**src/rtl/sdec_pkg.sv**
```systemverilog
package sdec_pkg;

    // Reduce a raw ratio code to a shift amount, saturating at max_log2.
    function automatic int unsigned clamp_shift(input int unsigned code,
                                                input int unsigned max_log2);
        return (code > max_log2) ? max_log2 : code;
    endfunction

endpackage

```
**src/rtl/sdec_ratio_decode.sv**
```systemverilog
module sdec_ratio_decode #(
    parameter int RATIO_W  = 3,
    parameter int MAX_LOG2 = 6,
    localparam int SHIFT_W = $clog2(MAX_LOG2 + 1)
) (
    input  logic               avg_en,
    input  logic [RATIO_W-1:0] ratio_code,
    output logic [SHIFT_W-1:0] shift,
    output logic               active
);
    import sdec_pkg::*;

    always_comb begin
        active = avg_en && (ratio_code != '0);
        shift  = active ? SHIFT_W'(clamp_shift(int'(ratio_code), MAX_LOG2)) : '0;
    end

endmodule

```
**src/rtl/sdec_accum.sv**
```systemverilog
module sdec_accum #(
    parameter int SAMPLE_W = 12,
    parameter int MAX_LOG2 = 6,
    localparam int SHIFT_W = $clog2(MAX_LOG2 + 1),
    localparam int ACC_W   = SAMPLE_W + MAX_LOG2,
    localparam int CNT_W   = MAX_LOG2
) (
    input  logic                clk,
    input  logic                rst_n,
    input  logic                in_valid,
    input  logic [SAMPLE_W-1:0] in_sample,
    input  logic [SHIFT_W-1:0]  shift,
    input  logic                active,
    output logic                grp_done,
    output logic [ACC_W-1:0]    grp_sum,
    output logic                busy
);
    typedef struct packed {
        logic [ACC_W-1:0]   acc;
        logic [CNT_W-1:0]   cnt;
        logic [SHIFT_W-1:0] shift;
        logic               active;
    } acc_state_t;

    acc_state_t st_d, st_q;
    logic             cfg_chg;
    logic [ACC_W-1:0] base_acc;
    logic [CNT_W-1:0] base_cnt;
    logic [CNT_W:0]   span_d;
    logic [CNT_W-1:0] last_idx;

    always_comb begin
        cfg_chg  = (shift != st_q.shift) || (active != st_q.active);
        base_acc = cfg_chg ? '0 : st_q.acc;
        base_cnt = cfg_chg ? '0 : st_q.cnt;
        span_d   = (CNT_W+1)'(1) << shift;
        last_idx = CNT_W'(span_d - (CNT_W+1)'(1));
        grp_sum  = base_acc + ACC_W'(in_sample);
        grp_done = in_valid && active && (base_cnt == last_idx);

        st_d        = st_q;
        st_d.shift  = shift;
        st_d.active = active;
        st_d.acc    = base_acc;
        st_d.cnt    = base_cnt;
        if (!active) begin
            st_d.acc = '0;
            st_d.cnt = '0;
        end else if (in_valid) begin
            if (grp_done) begin
                st_d.acc = '0;
                st_d.cnt = '0;
            end else begin
                st_d.acc = grp_sum;
                st_d.cnt = base_cnt + CNT_W'(1);
            end
        end
    end

    always_ff @(posedge clk or negedge rst_n) begin
        if (!rst_n) begin
            st_q <= '0;
        end else begin
            st_q <= st_d;
        end
    end

    assign busy = (st_q.cnt != '0);

    // Held count stays below the group size of the held configuration.
    logic [CNT_W:0] span_q;
    assign span_q = (CNT_W+1)'(1) << st_q.shift;

    p_count_bound_r4: assert property (@(posedge clk) disable iff (!rst_n)
        (CNT_W+1)'(st_q.cnt) < span_q)
        else $error("group count exceeds group size");

    p_busy_clear_r9: assert property (@(posedge clk) disable iff (!rst_n)
        grp_done |=> !busy)
        else $error("busy still set after group completion");

    p_bypass_idle_r2: assert property (@(posedge clk) disable iff (!rst_n)
        !active |=> !busy)
        else $error("busy set in bypass");

endmodule

```
**src/rtl/sdec_out_stage.sv**
```systemverilog
module sdec_out_stage #(
    parameter int SAMPLE_W = 12,
    parameter int TAG_W    = 4,
    parameter int MAX_LOG2 = 6,
    localparam int SHIFT_W = $clog2(MAX_LOG2 + 1),
    localparam int ACC_W   = SAMPLE_W + MAX_LOG2
) (
    input  logic                clk,
    input  logic                rst_n,
    input  logic                pass_fire,
    input  logic                grp_done,
    input  logic [SAMPLE_W-1:0] in_sample,
    input  logic [TAG_W-1:0]    in_tag,
    input  logic [ACC_W-1:0]    grp_sum,
    input  logic [SHIFT_W-1:0]  shift,
    output logic                out_valid,
    output logic [SAMPLE_W-1:0] out_sample,
    output logic [TAG_W-1:0]    out_tag
);
    typedef struct packed {
        logic                valid;
        logic [SAMPLE_W-1:0] data;
        logic [TAG_W-1:0]    tag;
    } out_state_t;

    out_state_t st_d, st_q;
    logic [ACC_W-1:0] shifted [MAX_LOG2+1];
    logic [ACC_W-1:0] picked;

    genvar k;
    generate
        for (k = 0; k <= MAX_LOG2; k++) begin : g_shift
            assign shifted[k] = grp_sum >> k;
        end
    endgenerate

    always_comb begin
        picked = shifted[0];
        for (int i = 1; i <= MAX_LOG2; i++) begin
            if (int'(shift) == i) picked = shifted[i];
        end

        st_d       = st_q;
        st_d.valid = pass_fire || grp_done;
        if (pass_fire) begin
            st_d.data = in_sample;
            st_d.tag  = in_tag;
        end else if (grp_done) begin
            st_d.data = picked[SAMPLE_W-1:0];
            st_d.tag  = in_tag;
        end
    end

    always_ff @(posedge clk or negedge rst_n) begin
        if (!rst_n) begin
            st_q <= '0;
        end else begin
            st_q <= st_d;
        end
    end

    assign out_valid  = st_q.valid;
    assign out_sample = st_q.data;
    assign out_tag    = st_q.tag;

    // The mean of a group never needs more than SAMPLE_W bits.
    p_no_overflow_r10: assert property (@(posedge clk) disable iff (!rst_n)
        grp_done |-> (picked >> SAMPLE_W) == '0)
        else $error("averaged value exceeds sample width");

    p_single_source_r7: assert property (@(posedge clk) disable iff (!rst_n)
        !(pass_fire && grp_done))
        else $error("bypass and group completion in same cycle");

endmodule

```
**src/rtl/sample_decimator.sv**
```systemverilog
module sample_decimator #(
    parameter int SAMPLE_W = 12,
    parameter int TAG_W    = 4,
    parameter int RATIO_W  = 3,
    parameter int MAX_LOG2 = 6,
    localparam int SHIFT_W = $clog2(MAX_LOG2 + 1),
    localparam int ACC_W   = SAMPLE_W + MAX_LOG2
) (
    input  logic                clk,
    input  logic                rst_n,
    input  logic                in_valid,
    input  logic [SAMPLE_W-1:0] in_sample,
    input  logic [TAG_W-1:0]    in_tag,
    input  logic                avg_en,
    input  logic [RATIO_W-1:0]  ratio_code,
    output logic                out_valid,
    output logic [SAMPLE_W-1:0] out_sample,
    output logic [TAG_W-1:0]    out_tag,
    output logic                busy
);
    logic [SHIFT_W-1:0] shift;
    logic               active;
    logic               grp_done;
    logic [ACC_W-1:0]   grp_sum;
    logic               pass_fire;

    sdec_ratio_decode #(.RATIO_W(RATIO_W), .MAX_LOG2(MAX_LOG2)) u_decode (
        .avg_en     (avg_en),
        .ratio_code (ratio_code),
        .shift      (shift),
        .active     (active)
    );

    sdec_accum #(.SAMPLE_W(SAMPLE_W), .MAX_LOG2(MAX_LOG2)) u_accum (
        .clk       (clk),
        .rst_n     (rst_n),
        .in_valid  (in_valid),
        .in_sample (in_sample),
        .shift     (shift),
        .active    (active),
        .grp_done  (grp_done),
        .grp_sum   (grp_sum),
        .busy      (busy)
    );

    assign pass_fire = in_valid && !active;

    sdec_out_stage #(.SAMPLE_W(SAMPLE_W), .TAG_W(TAG_W), .MAX_LOG2(MAX_LOG2)) u_out (
        .clk        (clk),
        .rst_n      (rst_n),
        .pass_fire  (pass_fire),
        .grp_done   (grp_done),
        .in_sample  (in_sample),
        .in_tag     (in_tag),
        .grp_sum    (grp_sum),
        .shift      (shift),
        .out_valid  (out_valid),
        .out_sample (out_sample),
        .out_tag    (out_tag)
    );

    p_out_follows_in_r7: assert property (@(posedge clk) disable iff (!rst_n)
        out_valid |-> $past(in_valid))
        else $error("output without a preceding input");

    p_bypass_copy_r2: assert property (@(posedge clk) disable iff (!rst_n)
        (in_valid && !active) |=> (out_valid && out_sample == $past(in_sample)))
        else $error("bypass did not forward sample");

    p_tag_last_r6: assert property (@(posedge clk) disable iff (!rst_n)
        out_valid |-> out_tag == $past(in_tag))
        else $error("output tag is not that of the last sample");

endmodule

```
**config.mk**
```make
export PLATFORM = sky130hd
export DESIGN_NAME = sample_decimator
export DESIGN_NICKNAME = d
export VERILOG_FILES = /design/src/rtl/sdec_pkg.sv /design/src/rtl/sdec_ratio_decode.sv /design/src/rtl/sdec_accum.sv /design/src/rtl/sdec_out_stage.sv /design/src/rtl/sample_decimator.sv
export SDC_FILE = /design/constraint.sdc
export NUM_CORES = 1
export LEC_CHECK = 0
export BUFFER_PORTS_ARGS = -buffer_cell sky130_fd_sc_hd__buf_4
export CORE_UTILIZATION = 35
export CTS_BUF_LIST = sky130_fd_sc_hd__clkbuf_2
export DETAILED_ROUTE_END_ITERATION = 10
export PLACE_DENSITY = 0.51
export SLEW_MARGIN = 20
export SYNTH_ARGS = -nofsm -noshare
export SYNTH_HDL_FRONTEND = slang
export SYNTH_HIERARCHICAL = 1
export SYNTH_SLANG_ARGS = --single-unit
```
**constraint.sdc**
```tcl
create_clock -name clk -period 8.5 [get_ports clk]
set_input_delay 1.7 -clock clk [delete_from_list [all_inputs] [get_ports clk]]
set_output_delay 1.7 -clock clk [all_outputs]
set_load 0.1 [all_outputs]
```
==> results.md <==
- Core box area: 11400 um^2
- Yosys cell types: 81
- Clock Sinks: 45
- Fmax: 162 MHz
- Arrival time at the worst endpoint: 6530 ps
- Met2 routed WL: 5550 um
- Hpwl dp: 8470 um
- Critical path's slowest cell: and2_2
- Largest net degree at the start of global routing: 58
- Routability cong.: 0.855
- Final Core Density: 38.9%
- Power Total: 609 uW
- GR Overflow Total: 0
- Syn_nets: 542
- Slew headroom: 26.9%
- Clock tree buffer depth: 2
- Share of cells above drive strength 1: 14.9%
- Syn Area/Cell: 8.04 um^2
- Post-Synthesis Cells: 507
- Inserted Clock Buffers: 5
- WL met3: 540 um
- Die height: 110 um
- Met1 WL: 5620 um
- Hold/Removal Path Class: reg2reg
- Kind of cell adding the most delay to the critical path: compound AO/OA/AOI/OAI gates
- Crit-path max FO: 57
- Tmin final: 6180 ps
- RSZ-0062 raised after global routing: no
- Combinational share of power: 45.0%
- Die area: 12100 um^2
- Post_cts resized: 0
- Clock latency on the worst-skew pair: 420 ps
- Setup TNS: 0 ps
- Worst Tran Pin Value: 1090 ps
- DR vias: 3951
- Final WL: 12000 um
- Synthesized flop and latch total: 45
- Dpl ws: 1990 ps
- Peak supply drop: 0.0616 mV
- Switching portion of total power: 46.1%
- CTS tree: built
- Critical Path Max Stage Delay: 810 ps
- H-tree levels: 2
- Sequential share of power: 39.6%
- Worst Path Buf+Inv: 1
- Rows: 39
- Maxcap violations: 0
- Routed Antenna Nets: 0
- Post-synth top area share: 27.6%
- DR iter-0 viols: 283
- Status: completed
- Critical Path RT: 8850 ps
- Pwr Density: 138 nW/um^2
- CP Class: in2reg
- Leakage power: 0.00183 uW
- Post-synth top cells: 52 x nand2_1, 47 x nor2_1, 45 x dfrtp_1
- Most frequent cell after synthesis: nand2_1
- Synth Cell Area: 4080 um^2
- CP Capture Type: register
- Slew Limit Fails: 0
- Biggest area consumer among synthesized cells: dfrtp_1
- Min Hold Slack: 538 ps
- Async SR Flop Fraction: 100%
- Synth area leaders: dfrtp_1 28%, nand2_1 4.8%, a21oi_1 4.5%
- # DRC: 0
- Number of synthesized flops with an enable pin: 0
- Routed len/inst: 17.9 um
- Cell Int Power: 328 uW
- Psw: 280 uW
- First-pass GRT wire length: 19500 um
- Seq/Total Area, Yosys: 27.6%
- Fin worst setup slack: 2320 ps
- Fillers: 1201
- Final setup violation count: 0
- CTS Root Cell: clkbuf_2
- Number of global-route vias before repair: 3669
- Die Wd: 110 um
- Antenna Cells: 0
- Clock Skew: 20.2 ps
- Setup crit start kind: primary input
- First-pass iteration count of the detailed router: 7
- Max Used Layer: met4
- Area Overhead vs Synth: 8.38%
- Ys Warns: 6
- Initial Util: 35.9%
- Clk pwr share: 15.5%
- I/O Buffers: 40
- Hold_buf cts: 0
- Nets: 560
- Final count of hold timing violations: 0
- Crit-path cells: buf_4 > and2_2 > xor2_1 > nor4_4 > and2_1 > ha_1 > maj3_1 > a221o_1 > a41oi_1 > o21ai_0 > a21oi_1 > xnor2_1 > and2b_2 > o22ai_2 > a221oi_2 > a221oi_1 > o31ai_2
- Total track usage: 21.0%
- Top FF cell, synth: dfrtp_1
- Period utilization: 72.7%
- Register clock-pin slew on the reported worst setup and hold paths: 240 ps
- Initial antenna violation count: 0
- Total setup buffers inserted after CTS: 0
- Avg Vias per Cell: 5.91
- Top Ports: 41
==> cells by family after synthesis <==
group                      Yosys count  synth area share, %
and+or+nand+nor                    194                 24.5
AOI/OAI and AO/OA                  164                 27.6
buffers and inverters               50                 6.72
DFF                                 45                 27.6
xor gates and xnor gates            24                 5.15
muxes                               17                 4.42
adders and majority gates           13                 3.93
==> power groups by stage <==
stage / registers, uW / logic [uW] / clock network, uW
floorplan: 327 / 126 / 0
global placement: 244 / 271 / 0
detailed placement: 245 / 273 / 0
CTS: 241 / 273 / 99.9
global route: 244 / 294 / 108
finish: 241 / 274 / 94.3
==> metrics by stage <==
| step | instances | cell area (um^2) |
|---|---|---|
| final | 668 | 4420 |
| after global routing | 668 | 4420 |
| after CTS | 668 | 4420 |
| after detailed placement | 661 | 4390 |
| after global placement | 661 | 4390 |
| after floorplan | 507 | 4080 |
==> sequential cells by signal, indices dropped and copies added (netlist names) <==
| name | count |
|---|---|
| u_accum/st_q | 28 |
| u_out/out_sample | 12 |
| u_out/out_tag | 4 |
| u_out/out_valid | 1 |
==> routing by layer <==
layer,vias up,GRT usage [%]
met5,-,0
met4,0,6.19
met3,19,2.79
met2,117,33.8
met1,1910,29.1
li1,1905,-
==> final cells by class <==
| class | count | area [um^2] | area share (%) |
|---|---|---|---|
| Inverter | 16 | 60.1 | 1.36 |
| Timing Repair Buffer | 45 | 338 | 7.64 |
| Clock inverter | 1 | 3.75 | 0.0849 |
| Sequential cell | 45 | 1130 | 25.5 |
| Multi-Input combinational cell | 412 | 2680 | 60.7 |
| Clock buffer | 6 | 30.0 | 0.680 |
| Tap cell | 143 | 179 | 4.05 |
==> final timing paths <==
kind	start	to	slack, ps	depth (start not counted)
max	avg_en	u_out/out_sample[9]	2320	17
min	u_out/out_tag[0]	u_out/out_tag[0]	540	1
max reg2reg	u_accum/st_q[1]	u_out/out_sample[9]	4110	15
min reg2reg	u_out/out_tag[0]	u_out/out_tag[0]	540	1
max in group asynchronous	rst_n	u_accum/st_q[15]	6840	1
min in group asynchronous	rst_n	u_out/out_sample[1]	1240	1
==> cell usage in the layout, fill, tap and decap left out, drive strengths merged, types with 13 or more instances in the layout <==
master | Yosys | final
o21ai | 35 | 35
xnor2 | 13 | 13
a21oi | 37 | 37
nand3 | 14 | 14
buf | 18 | 45
dfrtp | 45 | 45
nor2 | 50 | 50
inv | 16 | 16
and2 | 18 | 18
nand2 | 52 | 52
==> worst reg2reg max path: cells and delay by family, from the launching register on <==
family | cells | cell delay [ps]
flip-flops | 1 | 430
AO/OA/AOI/OAI | 8 | 1970
XOR/XNOR | 2 | 710
AND/OR/NAND/NOR | 3 | 570
adder cells (fa/ha/maj) | 2 | 640
No activity file was read; power rests on OpenSTA's default activity.
